File: src/rtl/tsc_mask_pkg.sv
package tsc_mask_pkg;

    typedef enum logic [1:0] {
        MSK_OFF    = 2'b00,
        MSK_LEVEL  = 2'b01,
        MSK_RETRIG = 2'b10,
        MSK_SYNC   = 2'b11
    } msk_mode_e;

    typedef enum logic [1:0] {
        ST_IDLE,
        ST_PEND,
        ST_LAUNCH,
        ST_TAIL
    } seq_state_e;

    typedef struct packed {
        logic mask;
        logic pen;
    } pin_pair_t;

    // Start condition for a pending request in the modes without edge launch
    function automatic logic free_launch_ok(msk_mode_e m, logic pen_ok,
                                            logic mask_lvl, logic hold,
                                            logic edge_seen);
        logic gate;
        case (m)
            MSK_OFF:    gate = 1'b1;
            MSK_LEVEL:  gate = !mask_lvl;
            MSK_RETRIG: gate = !hold && !edge_seen;
            default:    gate = 1'b0;
        endcase
        return pen_ok && gate;
    endfunction

endpackage

File: src/rtl/tsc_pin_sync.sv
module tsc_pin_sync #(
    parameter int W      = 2,
    parameter int STAGES = 2
) (
    input  logic         clk,
    input  logic         rst,
    input  logic [W-1:0] din,
    output logic [W-1:0] dout
);
    logic [W-1:0] stg [STAGES];

    always_ff @(posedge clk) begin
        if (rst) begin
            for (int i = 0; i < STAGES; i++) stg[i] <= '0;
        end else begin
            stg[0] <= din;
            for (int i = 1; i < STAGES; i++) stg[i] <= stg[i-1];
        end
    end

    assign dout = stg[STAGES-1];
endmodule

File: src/rtl/tsc_dly_timer.sv
module tsc_dly_timer #(
    parameter int CW = 4
) (
    input  logic          clk,
    input  logic          rst,
    input  logic          load,
    input  logic          clear,
    input  logic          tick,
    input  logic [CW-1:0] code,
    output logic          active
);
    logic [CW-1:0] cnt;
    logic          act;

    always_ff @(posedge clk) begin
        if (rst || clear) begin
            act <= 1'b0;
            cnt <= '0;
        end else if (load) begin
            act <= 1'b1;
            cnt <= code;
        end else if (act) begin
            if (cnt == '0)   act <= 1'b0;
            else if (tick)   cnt <= cnt - 1'b1;
        end
    end

    assign active = act;

    // without a tick a running window neither advances nor closes
    a_r13_tick_hold: assert property (@(posedge clk) disable iff (rst)
        (act && !tick && !load && !clear && cnt != '0) |=> (act && $stable(cnt)));
endmodule

File: src/rtl/tsc_mask_gate.sv
module tsc_mask_gate
    import tsc_mask_pkg::*;
#(
    parameter int DW     = 4,
    parameter int STAGES = 2
) (
    input  logic          clk,
    input  logic          rst,
    input  logic          tick_en,
    input  logic          conv_req,
    input  logic          mask_in,
    input  logic          pen_cmp_in,
    input  logic [1:0]    mask_mode,
    input  logic [DW-1:0] dly_code,
    input  logic          pen_force,
    input  logic          pen_pol,
    output logic          scr_drive,
    output logic          sample_stb,
    output logic          busy,
    output logic          pen_det
);
    localparam int PINS = $bits(pin_pair_t);

    pin_pair_t  raw, lvl;
    msk_mode_e  mode;
    seq_state_e st;
    logic [1:0] mode_q;
    logic       mask_q, mask_edge, mode_chg, pen_ok;
    logic       hold, tmr_load, tmr_clear;
    logic       stb_q, drv_q;

    assign raw.mask = mask_in;
    assign raw.pen  = pen_cmp_in;

    tsc_pin_sync #(.W(PINS), .STAGES(STAGES)) u_sync (
        .clk (clk),
        .rst (rst),
        .din (raw),
        .dout(lvl)
    );

    always_ff @(posedge clk) begin
        if (rst) mask_q <= 1'b0;
        else     mask_q <= lvl.mask;
    end

    assign mode      = msk_mode_e'(mask_mode);
    assign mask_edge = lvl.mask ^ mask_q;
    assign mode_chg  = (mask_mode != mode_q);
    assign pen_ok    = pen_force | lvl.pen;

    assign tmr_load  = !mode_chg &&
                       ((mode == MSK_RETRIG && mask_edge) ||
                        (mode == MSK_SYNC && st == ST_PEND && mask_edge && pen_ok));
    assign tmr_clear = mode_chg || (st == ST_LAUNCH && !pen_ok);

    tsc_dly_timer #(.CW(DW)) u_timer (
        .clk   (clk),
        .rst   (rst),
        .load  (tmr_load),
        .clear (tmr_clear),
        .tick  (tick_en),
        .code  (dly_code),
        .active(hold)
    );

    always_ff @(posedge clk) begin
        if (rst) begin
            st     <= ST_IDLE;
            stb_q  <= 1'b0;
            drv_q  <= 1'b0;
            mode_q <= mask_mode;
        end else begin
            mode_q <= mask_mode;
            stb_q  <= 1'b0;
            if (mode_chg) begin
                st    <= ST_IDLE;
                drv_q <= 1'b0;
            end else begin
                case (st)
                    ST_IDLE: begin
                        drv_q <= 1'b0;
                        if (conv_req) st <= ST_PEND;
                    end
                    ST_PEND: begin
                        if (mode == MSK_SYNC) begin
                            drv_q <= 1'b0;
                            if (mask_edge && pen_ok) begin
                                st    <= ST_LAUNCH;
                                drv_q <= 1'b1;
                            end
                        end else begin
                            drv_q <= pen_ok;
                            if (free_launch_ok(mode, pen_ok, lvl.mask, hold, mask_edge)) begin
                                st    <= ST_TAIL;
                                stb_q <= 1'b1;
                            end
                        end
                    end
                    ST_LAUNCH: begin
                        if (!pen_ok) begin
                            st    <= ST_PEND;
                            drv_q <= 1'b0;
                        end else if (!hold) begin
                            st    <= ST_TAIL;
                            stb_q <= 1'b1;
                        end
                    end
                    default: begin
                        drv_q <= 1'b1;
                        st    <= ST_IDLE;
                    end
                endcase
            end
        end
    end

    assign sample_stb = stb_q;
    assign scr_drive  = drv_q;
    assign busy       = (st == ST_PEND) || (st == ST_LAUNCH);
    assign pen_det    = lvl.pen ^ pen_pol;

    a_r7_stb_single: assert property (@(posedge clk) disable iff (rst)
        sample_stb |=> !sample_stb);
    a_r7_drive_tail: assert property (@(posedge clk) disable iff (rst)
        sample_stb |=> scr_drive);
    a_r2_busy_drop: assert property (@(posedge clk) disable iff (rst)
        sample_stb |-> !busy);
    a_r11_busy_rise: assert property (@(posedge clk) disable iff (rst)
        $rose(busy) |-> $past(conv_req));
    a_r3_level_block: assert property (@(posedge clk) disable iff (rst)
        (st == ST_PEND && mode == MSK_LEVEL && lvl.mask && !mode_chg) |=> !sample_stb);
    a_r8_pen_gate: assert property (@(posedge clk) disable iff (rst)
        (sample_stb && !$past(pen_force)) |-> $past(lvl.pen));
    a_r12_abort: assert property (@(posedge clk) disable iff (rst)
        (mask_mode != $past(mask_mode)) |=> (!busy && !sample_stb));
    a_r6_sync_launch: assert property (@(posedge clk) disable iff (rst)
        (mode == MSK_SYNC && !mode_chg && $rose(scr_drive)) |-> $past(mask_edge));
endmodule

File: config.mk
export PLATFORM = sky130hd
export DESIGN_NAME = tsc_mask_gate
export DESIGN_NICKNAME = d
export VERILOG_FILES = /design/src/rtl/tsc_mask_pkg.sv /design/src/rtl/tsc_pin_sync.sv /design/src/rtl/tsc_dly_timer.sv /design/src/rtl/tsc_mask_gate.sv
export SDC_FILE = /design/constraint.sdc
export NUM_CORES = 1
export LEC_CHECK = 0
export CORE_MARGIN = 2
export CORE_UTILIZATION = 40
export DETAILED_ROUTE_END_ITERATION = 10
export GPL_ROUTABILITY_DRIVEN = 0
export GPL_TIMING_DRIVEN = 0
export PLACE_DENSITY_LB_ADDON = 0.25
export SLEW_MARGIN = 20
export SYNTH_ARGS = -nofsm -noshare
export SYNTH_HDL_FRONTEND = slang
export SYNTH_HIERARCHICAL = 1
export SYNTH_SLANG_ARGS = --single-unit
File: constraint.sdc
create_clock -name clk -period 4.1 [get_ports clk]
set_clock_uncertainty 0.15 [all_clocks]
set_input_delay 0.82 -clock clk [delete_from_list [all_inputs] [get_ports clk]]
set_output_delay 0.82 -clock clk [all_outputs]
set_load 0.1 [all_outputs]
Word-level counts from Yosys, hierarchy flattened

Memory sizes are Yosys's and may differ from the RTL's.
Cells that the tools add are included.

Register bits after elaboration: 12
Memory bits (writable): 4
Bits of input ports: 14
Output and inout port bits: 4
Memories: 1

Memories:

| memory     | words | width | read ports | clocked after memory_dff | write ports | line               | source |
|---|---|---|---|---|---|---|---|
| u_sync.stg | 2     | 2     | 2          | 0                        | 2           | tsc_pin_sync.sv:10 | `logic [W-1:0] stg [STAGES];` |

Add/subtract/negate cells: 1
Eq/ne operators: 12
Mux-type cells: 33
Bitwise operators: 5
Reduce and logical (&&, ||, !) cells: 26

Operators with widths:

| operator                                                            | count |
|---|---|
| 1-bit two-way mux                                                   | 17 |
| 2-bit two-way mux                                                   | 8 |
| 4-bit two-way mux                                                   | 4 |
| 1-bit logical AND                                                   | 9 |
| 3-bit inequality test (second input constant)                       | 3 |
| 2-bit == test (second input constant)                               | 3 |
| 2-bit inequality test (second input constant)                       | 3 |
| 1-bit case mux with 3 select lines                                  | 2 |
| 2-bit case mux with 3 select lines                                  | 1 |
| 1-bit zero test                                                     | 5 |
| 2-bit by 1-bit == test with 1-bit output (second input constant)    | 2 |
| 2-bit zero test                                                     | 2 |
| 4-bit zero test                                                     | 1 |
| 1-bit logical OR                                                    | 4 |
| 4-bit AND reduction                                                 | 1 |
| 2-bit nonzero test                                                  | 2 |
| 4-bit by 1-bit subtractor with 4-bit output (second input constant) | 1 |
| 1-bit bitwise OR                                                    | 3 |
| 3-bit AND reduction                                                 | 1 |
| 2-bit inequality test                                               | 1 |
| 1-bit case mux with 2 select lines                                  | 1 |
| 2-bit OR reduction                                                  | 1 |
| 1-bit XOR                                                           | 2 |

Depth between registers and ports, before layout

Depth in word-level cells: 12
Gate-level depth with buffers: 8
Gate-level depth less buffers: 8

Modules after synthesis

The synthesis kept the hierarchy.

Modules (own cells, without submodules):

| module        | instances | cells each | area each (sq um) | seq. area each (sq um) |
|---|---|---|---|---|
| tsc_mask_gate | 1         | 49         | 478.0             | 140.1 |
| tsc_dly_timer | 1         | 32         | 264.0             | 100.1 |
| tsc_pin_sync  | 1         | 10         | 120.1             | 80.1 |

Worst setup path after synthesis

OpenSTA, ideal clock, no wires.

Path type: input to output
From: in pen_pol
To: out pen_det
Arrival time: 2.250 ns
Slack: 0.880 ns
Cell stages on the path: 1
Cell sequence: xor2_1

Cells in the longest elaborated chain, start to end: 1

RTL lines:

| element            | line                 | source |
|---|---|---|
| start: declaration | tsc_mask_gate.sv:16  | `input logic pen_pol,` |
| 1-bit XOR          | tsc_mask_gate.sv:121 | `assign pen_det = lvl.pen ^ pen_pol;` |
| end: declaration   | tsc_mask_gate.sv:20  | `output logic pen_det` |

Every way passes these cells.

Worst setup path after layout

Same ends and word-level chain as after synthesis.

==> flow_metrics.py <==
metrics = {
    "outcome": {
        "status": "finished, final reports clean",
    },
    "clock_tree": {
        "post_cts_resized": 0,
        "hold_buffers": 0,
        "path_clk_slew_ns": 0.09,
        "clk_latency_ns": 0.28,
        "cts_buffer_depth": 2,
        "clock-root-buffer": "clkbuf_4",
        "cts_setup_buffers": 0,
        "cts_inserted_buffers": 3,
        "cts.sinks": 16,
        "cts_tree": "built",
        "htreeDepth": 1,
    },
    "logic_synthesis": {
        "synth.distinct_cells": 39,
        "synthCells": 91,
        "postSynthAreaPerCell_um2": 9.47,
        "seq_area_frac_synth_pct": 37.2,
        "synth-seq-cells": 16,
        "syn-num-nets": 110,
        "syn-cell-area_um2": 862,
        "yosysWarnings": 6,
    },
    "routing": {
        "drc": 0,
        "wl_mm": 1.63,
        "wl_per_cell_um": 11.7,
        "vias": 739,
        "vias_per_cell": 5.32,
        "first_iter_violations": 15,
        "first_pass_iters": 4,
        "route.antenna.remaining_nets": 0,
    },
    "floorplanning": {
        "die_h_um": 50.4,
        "die_w_um": 50.4,
        "core_area_um2": 2000,
        "start_util_pct": 43.1,
        "fp-row-count": 16,
        "boundaryPins": 18,
        "dieArea_um2": 2540,
    },
    "pwr": {
        "cellLeakagePower_nw": 0.409,
        "ir_worst_vdd_mv": 0.169,
        "power_density_nw_per_um2": 290,
    },
    "sta": {
        "period_needed_ns": 3.54,
        "clock.fmax_ghz": 0.282,
        "tns_ns": 0,
        "slew_headroom_pct": 35.5,
        "min_period_over_period_pct": 86.4,
        "hold_slack_ns": 0.299,
        "worstMarginPinSlew_ns": 0.964,
        "drv_slew": 0,
        "hold_viol_final": 0,
        "rsz0062_at_grt": "no",
        "setup_viol": 0,
    },
    "worst_setup_path": {
        "cp_max_fo": 1,
        "crit_required_ns": 3.13,
        "crit_path_start_kind": "input pin",
        "critPathCaptureType": "primary output",
        "cp_data_arrival_time_ns": 2.57,
        "path_class": "input pin to primary output",
    },
    "global_route": {
        "grt_start_max_net_pins": 10,
        "antenna_found_initial": 0,
        "grt_pass1_vias": 637,
        "grt_overflow_total": 0,
        "track_usage_pct": 14.5,
        "grt_pass1_wl_mm": 2.73,
    },
    "finish": {
        "mostFrequentLayoutCells": "17 x clkdlybuf4s50_1, 16 x dfxtp_1, 7 x inv_1, 7 x o21ai_0, 6 x nand2_1",
        "area_delta_synth_final_pct": 27.9,
        "layout.nets": 132,
        "drive_gt1_share_pct": 10.7,
        "antenna_cells": 0,
        "final_common_cell": "clkdlybuf4s50_1",
    },
    "flow_run": {
        "maxCapViolCount": 0,
    },
    "place": {
        "port_buffers": 17,
        "dp.final_hpwl_mm": 1.29,
    },
    "min_path": {
        "hold_path_class": "flop to flop",
    },
}
==> logic make-up after synthesis <==
logic type | share of synthesized area (%)
adder cells (fa/ha/maj) | 7.26
AO/OA/AOI/OAI | 21.3
buffers and inverters | 4.79
XOR/XNOR | 5.95
flip-flops | 37.2
AND/OR/NAND/NOR | 20.0
multiplexers | 3.48
==> flip-flops by register name, indices dropped and copies added (netlist names) <==
signal / count
u_sync/stg: 4
sample_stb: 1
st: 2
mode_q: 2
mask_q: 1
scr_drive: 1
u_timer/cnt: 4
u_timer/active: 1
==> layout make-up <==
type                    instances  area [µm²]
inverters                       7        26.3
repair buffers                 17         170
multi-input cells              66         500
flip-flops and latches         16         320
well taps                      27        33.8
clock buffers                   4        36.3
plain buffers                   2        15.0
fillers                       196         900
==> Yosys cell counts <==
cell | number | area, µm²
dfxtp_1 | 16 | 320
inv_1 | 7 | 26.3
o21ai_0 | 7 | 35.0
nand2_1 | 6 | 22.5
ha_1 | 5 | 62.6
nor2b_1 | 5 | 31.3
nor2_1 | 4 | 15.0
mux2i_1 | 3 | 30.0
xor2_1 | 3 | 26.3
a211o_1 | 2 | 17.5
a21oi_1 | 2 | 10.0
buf_4 | 2 | 15.0
nor3_1 | 2 | 10.0
o2bb2ai_1 | 2 | 17.5
a2111oi_1 | 1 | 10.0
a211oi_1 | 1 | 7.51
a211oi_2 | 1 | 12.5
a21boi_1 | 1 | 7.51
a31oi_1 | 1 | 6.26
a41oi_1 | 1 | 8.76
and2b_1 | 1 | 7.51
and3_1 | 1 | 6.26
and4_1 | 1 | 8.76
nand2b_1 | 1 | 6.26
nand3_1 | 1 | 5.00
nand3b_1 | 1 | 7.51
nor3_2 | 1 | 10.0
nor3b_1 | 1 | 7.51
nor3b_2 | 1 | 12.5
o2111ai_1 | 1 | 8.76
o211ai_1 | 1 | 7.51
o21a_1 | 1 | 7.51
o221a_2 | 1 | 11.3
o311ai_2 | 1 | 16.3
or3_1 | 1 | 6.26
or3b_1 | 1 | 8.76
or4_1 | 1 | 7.51
xnor2_1 | 1 | 8.76
xor2_2 | 1 | 16.3
==> layer usage <==
metal | up-vias | wire, µm | GRT usage, %
met5 | - | 0 | 0
met1 | 334 | 685 | 16.1
met4 | 0 | 38 | 6.31
met2 | 29 | 776 | 23.7
li1 | 370 | - | -
met3 | 6 | 124 | 6.55
==> power by group <==
part / switching [mW] / total (mW) / internal [mW]
combinational: 0.0328 / 0.0585 / 0.0258
clock: 0.0462 / 0.100 / 0.0541
sequential: 0.00210 / 0.161 / 0.159
==> critical path: stages <==
cell	delay, ns
clkdlybuf4s50_1	0.47
xor2_1	0.13
clkdlybuf4s50_1	1.15
==> worst paths after layout <==
| kind | end | startpoint | cells after the start | slack [ns] |
|---|---|---|---|---|
| max reg2reg | u_timer/cnt[0] | st[1] | 8 | 2.09 |
| max | pen_det | pen_pol | 3 | 0.56 |
| min | u_sync/stg[0][3] | u_sync/stg[0][1] | 1 | 0.30 |
| min reg2reg | u_sync/stg[0][3] | u_sync/stg[0][1] | 1 | 0.30 |
==> per-stage QoR <==
stage | cells | area [µm²] | util, % | total power, mW | setup slack (ns)
finish | 139 | 1100 | 55.1 | 0.320 | 0.557
global route | 139 | 1100 | 55.1 | 0.337 | 0.466
CTS | 139 | 1100 | 55.1 | 0.325 | 0.553
detailed placement | 135 | 1070 | 53.3 | 0.223 | 0.558
global placement | 135 | 1070 | 53.3 | 0.222 | 0.567
floorplan | 91 | 862 | - | 0.200 | 0.880
Note: power is estimated with default switching activity, not from simulation.
